### config.mk
export PLATFORM = sky130hd
export DESIGN_NAME = rx_err_fifo
export DESIGN_NICKNAME = d
export VERILOG_FILES = /design/src/rtl/rx_err_fifo.sv
export SDC_FILE = /design/constraint.sdc
export NUM_CORES = 1
export LEC_CHECK = 0
export CORE_ASPECT_RATIO = 0.9
export CORE_MARGIN = 2
export CORE_UTILIZATION = 45
export CTS_BUF_LIST = sky130_fd_sc_hd__clkbuf_4 sky130_fd_sc_hd__clkbuf_8
export CTS_CLUSTER_SIZE = 10
export DETAILED_ROUTE_END_ITERATION = 16
export PLACE_DENSITY = 0.73
export SYNTH_ARGS = -nofsm -noshare
export SYNTH_HDL_FRONTEND = slang
export SYNTH_SLANG_ARGS = --single-unit
export TNS_END_PERCENT = 50
### constraint.sdc
create_clock -name clk -period 4.1 [get_ports clk]
set_input_delay 0.82 -clock clk [delete_from_list [all_inputs] [get_ports clk]]
set_output_delay 0.82 -clock clk [all_outputs]
set_load 0.02 [all_outputs]
### src/rtl/rx_err_fifo.sv
module rx_err_fifo #(
  parameter int DEPTH = 4,
  parameter int DW    = 8
) (
  input  logic          clk,
  input  logic          rst_n,
  input  logic          char_valid,
  input  logic [DW-1:0] char_data,
  input  logic          char_perr,
  input  logic          char_ferr,
  input  logic          rd_pop,
  output logic [DW-1:0] rd_data,
  input  logic          err_clr,
  input  logic          io_stop,
  input  logic          cd_auto,
  input  logic          cd_n,
  input  logic          tx_empty,
  input  logic          cfg_wr,
  input  logic          cfg_rie,
  input  logic          cfg_tie,
  output logic [7:0]    status,
  output logic          rx_irq
);
  localparam int AW = (DEPTH > 1) ? $clog2(DEPTH) : 1;
  localparam logic [AW:0] FULL = (AW+1)'(DEPTH);

  logic [DW-1:0]    q_d [DEPTH];
  logic [DEPTH-1:0] q_pe, q_fe, q_ov;
  logic [AW-1:0]    rd_ptr, wr_ptr, newest;
  logic [AW:0]      cnt;
  logic             frozen, ovr_st, pe_st, fe_st, rie, tie;

  wire nonempty = (cnt != '0);
  wire full     = (cnt == FULL);
  wire do_pop   = rd_pop & nonempty;
  wire accept   = char_valid & ~frozen & (~full | do_pop);
  wire ovf      = char_valid & ~frozen & full & ~do_pop;
  wire clr_now  = err_clr | io_stop | (cd_auto & cd_n);
  wire head_ov  = nonempty & q_ov[rd_ptr];
  wire head_pe  = nonempty & q_pe[rd_ptr];
  wire head_fe  = nonempty & q_fe[rd_ptr];

  assign newest  = wr_ptr - 1'b1;
  assign rd_data = q_d[rd_ptr];

  wire ovr_vis = ~clr_now & (ovr_st | head_ov);
  wire pe_vis  = ~clr_now & (pe_st | head_pe);
  wire fe_vis  = ~clr_now & (fe_st | head_fe);

  assign status = {nonempty, ovr_vis, pe_vis, fe_vis, rie, cd_n, tx_empty, tie};
  assign rx_irq = rie & (nonempty | ovr_vis | pe_vis | fe_vis);

  always_ff @(posedge clk) begin
    if (accept) q_d[wr_ptr] <= char_data;
  end

  always_ff @(posedge clk or negedge rst_n) begin
    if (!rst_n) begin
      rd_ptr <= '0;
      wr_ptr <= '0;
      cnt    <= '0;
    end else begin
      if (do_pop) rd_ptr <= rd_ptr + 1'b1;
      if (accept) wr_ptr <= wr_ptr + 1'b1;
      cnt <= cnt + {{AW{1'b0}}, accept} - {{AW{1'b0}}, do_pop};
    end
  end

  always_ff @(posedge clk or negedge rst_n) begin
    if (!rst_n) begin
      q_pe <= '0;
      q_fe <= '0;
      q_ov <= '0;
    end else begin
      if (nonempty) begin
        q_pe[rd_ptr] <= 1'b0;
        q_fe[rd_ptr] <= 1'b0;
        q_ov[rd_ptr] <= 1'b0;
      end
      if (accept) begin
        q_pe[wr_ptr] <= char_perr;
        q_fe[wr_ptr] <= char_ferr;
        q_ov[wr_ptr] <= 1'b0;
      end
      if (ovf) q_ov[newest] <= 1'b1;
    end
  end

  always_ff @(posedge clk or negedge rst_n) begin
    if (!rst_n) frozen <= 1'b0;
    else if (ovf) frozen <= 1'b1;
    else if (frozen & head_ov) frozen <= 1'b0;
  end

  always_ff @(posedge clk or negedge rst_n) begin
    if (!rst_n) begin
      ovr_st <= 1'b0;
      pe_st  <= 1'b0;
      fe_st  <= 1'b0;
    end else if (clr_now) begin
      ovr_st <= 1'b0;
      pe_st  <= 1'b0;
      fe_st  <= 1'b0;
    end else begin
      ovr_st <= ovr_st | head_ov;
      pe_st  <= pe_st | head_pe;
      fe_st  <= fe_st | head_fe;
    end
  end

  always_ff @(posedge clk or negedge rst_n) begin
    if (!rst_n) begin
      rie <= 1'b0;
      tie <= 1'b0;
    end else if (cfg_wr) begin
      rie <= cfg_rie;
      tie <= cfg_tie;
    end
  end

  a_r2_no_overflow: assert property (@(posedge clk) disable iff (!rst_n) cnt <= FULL);
  a_r1_ready_on_first: assert property (@(posedge clk) disable iff (!rst_n)
    (!nonempty && accept) |=> status[7]);
  a_r4_frozen_holds: assert property (@(posedge clk) disable iff (!rst_n)
    (frozen && !do_pop) |=> $stable(cnt));
  a_r3_ovr_latched_at_head: assert property (@(posedge clk) disable iff (!rst_n)
    (head_ov && !clr_now) |=> ovr_st);
  a_r7_clear_flags: assert property (@(posedge clk) disable iff (!rst_n)
    clr_now |=> (!ovr_st && !pe_st && !fe_st));
  a_r9_irq_needs_enable: assert property (@(posedge clk) disable iff (!rst_n)
    rx_irq |-> status[3]);
endmodule

==> qor.yml <==
firstDrtPassIters: 4
slew_headroom_pct: 23.00
p_comb_share_pct: 36.1
synth_fp_nets: 190
setup_viol: 0
stdcell_area_sq_mm: 0.003181
multi_input_area_sq_um: 879.6
cts_htree_levels: 3
start_kind: "input port"
core_area_sq_mm: 0.005628
syn_area_per_cell_sq_um: 16.42
track_usage_pct: 15.77
reg2reg_slack_ps: 1680
n_fill_cell: 446
synth_cell_types: 32
wirelength_mm: 4.642
cpPeakStageDelay_ps: 590
vias: 1412
ctsHoldBuffers: 0
cts.clk_slew.worst_paths_ps: 60
power.density_mw_per_mm2: 694.8
clkPwrFrac_pct: 25.3
regToRegEndpoint: "cnt[2]"
diodes: 0
path_class: "in -> out"
area_growth_syn_to_layout_pct: 22.62
finalHoldViolations: 0
grt_max_degree: 26
r2r_cells: 8
period_minus_slack_ps: 3247
finalSetupTns_ps: 0
switching_power_uw: 698.8
grt_pass1_vias: 1579
worst_path_most_repeated_cell: "clkdlybuf4s50_1"
cap_violations: 0
die_w_microns: 84.03
tightest_slew_ps: 1151
overflow: 0
rsz0062_at_grt: "false"
min_delay_worst_endpoint: "cnt[2]"
holdPathStages: 1
power_leakage_uw: 0.001281
antenna_found_initial: 0
cts.path.max_buffers: 2
outcome: "finished clean"
regArea_sq_mm: 0.001587
detail_route.iter0.violations: 87
power_switching_share_pct: 31.62
ant_nets: 0
internal_power_uw: 1511
placed_cell_area_sq_mm: 0.002967
crit_path_max_fanout: 4
fin_skew_ps: 8.198
yosys_warnings: 0
fp-row-count: 26
path_cells: "clkdlybuf4s50_1, a211o_1, nor2_1, o21a_1, clkdlybuf4s50_1"
cts.sinks: 57
seqPwrFrac_pct: 38.6
crit_buf_inv: 2
cts_setup_buffers: 0
wl_per_cell_microns: 17.26
drive_above_1_share_pct: 24.62
synthCells: 158
grt_pass1_wl_mm: 7.686
place_congestion: 0.8464
numPortBuffers: 36
pin_count: 39
crit_family: "buffers and inverters"
yosysTopAreaCell: "edfxtp_1"
dpl.hpwl_mm: 3.252
yosys-top-cells-area: "edfxtp_1 37%, dfrtp_1 24%, mux4_2 9.6%, mux2_4 4.6%, ha_1 4.3%"
cts_buffers: 9
post-route-period-util_pct: 79.19
fmax_mhz: 308.0
mostFrequentLayoutCells: "36 x clkdlybuf4s50_1, 32 x edfxtp_1, 25 x dfrtp_1"
cts_resized: 0
viasPerCell: 5.249
crit_path_end_kind: "output port"
start_util_pct: 46.09
rr_startpoint: "cnt[1]"
mostFrequentLayoutCell: "clkdlybuf4s50_1"
hold_path.class: "reg -> reg"
clk_latency_ps: 330
vdd_ir_drop_max_mv: 0.3225
synth_top_area_share_pct: 37.05
hp-start: "cnt[2]"
nNetsFinal: 226
die_area_sq_mm: 0.006388
slew_viol_final: 0
cts_tree: "yes"
total_power_uw: 2210
synth-seq-cells: 57
root_buffer: "clkbuf_8"
die_h_microns: 76.03
drc: 0
cp.required_ps: 3280
worstPathArrival_ps: 2430
cpMaxStageDelayCell: "clkdlybuf4s50_1"
syn-cell-area_sq_mm: 0.002594
synth_seq_area_share_pct: 61.17
[logic make-up after synthesis]
group,count (synthesis),synth area share [%]
multiplexers,22,15.48
adder cells (fa/ha/maj),10,5.113
buffers and inverters,23,4.920
flip-flops,57,61.17
AND/OR/NAND/NOR,22,5.499
XOR/XNOR,5,2.267
AO/OA/AOI/OAI,19,5.548
[worst max-delay path by stage]
stage	startpoint	endpoint	slack, ps	cells after the start
after floorplan	rd_pop	cnt[2]	1440	9
after global placement	cd_auto	rx_irq	910	5
after detailed placement	cd_auto	rx_irq	850	5
after CTS	rd_ptr[1]	status[4]	820	4
after global routing	rd_ptr[1]	status[4]	700	4
final	cd_auto	rx_irq	850	5
[metrics by stage]
step / hold WS (ps) / instances / util [%] / setup slack (ps)
after detailed placement: 475.9 / 253 / 52.71 / 853.7
final: 504.2 / 269 / 56.51 / 853.2
after CTS: 495.9 / 269 / 56.51 / 815.9
after floorplan: 450.1 / 158 / - / 1439
after global placement: 465.4 / 253 / 52.71 / 912.9
after global routing: 529.6 / 269 / 56.51 / 702.7
[layout make-up]
cell class	count	area share (%)
Inverter	10	1.180
Clock inverter	6	2.596
Timing Repair Buffer	38	11.80
Clock buffer	10	4.131
Sequential cell	57	49.88
Multi-Input combinational cell	78	27.66
Tap cell	70	2.754
[metal layers]
layer	GRT usage, %	wire, microns	up-vias
met5	0	0	-
met3	5.200	153	2
met4	5.323	11	0
li1	-	-	652
met2	26.75	2436	24
met1	18.97	2040	734
[synthesized netlist by cell type]
cell / count
nand3_2: 4
or4b_4: 1
inv_1: 10
edfxtp_1: 32
a21oi_1: 3
nor3_1: 1
nor2b_4: 1
nand3_1: 1
a32o_1: 4
nand2_2: 1
mux2_4: 8
a211o_1: 1
ha_1: 9
fa_1: 1
nand2_1: 5
o21a_1: 1
nor2b_1: 1
xnor2_1: 3
mux4_2: 11
xnor2_2: 2
nor2_1: 5
a21o_1: 1
buf_4: 8
o21ai_1: 1
buf_2: 3
or3_1: 1
a21boi_0: 8
clkbuf_1: 1
and2_4: 1
buf_6: 1
dfrtp_1: 25
mux2_2: 3
[sequential cells by signal, indices dropped and copies added, names as in the netlist]
name    flops
q_fe        4
q_pe        4
rd_ptr      2
tie         1
rie         1
fe_st       1
frozen      1
q_ov        4
pe_st       1
q_d        32
wr_ptr      2
cnt         3
ovr_st      1
[power by group through the flow]
stage | registers [uW] | logic [uW] | clock network, uW
4_1_cts | 858 | 807 | 573
3_3_place_gp | 856 | 782 | 0
3_5_place_dp | 867 | 800 | 0
6_report | 853 | 797 | 560
2_1_floorplan | 809 | 597 | 0
5_1_grt | 874 | 868 | 597
Note: power is estimated with default switching activity, not from simulation.
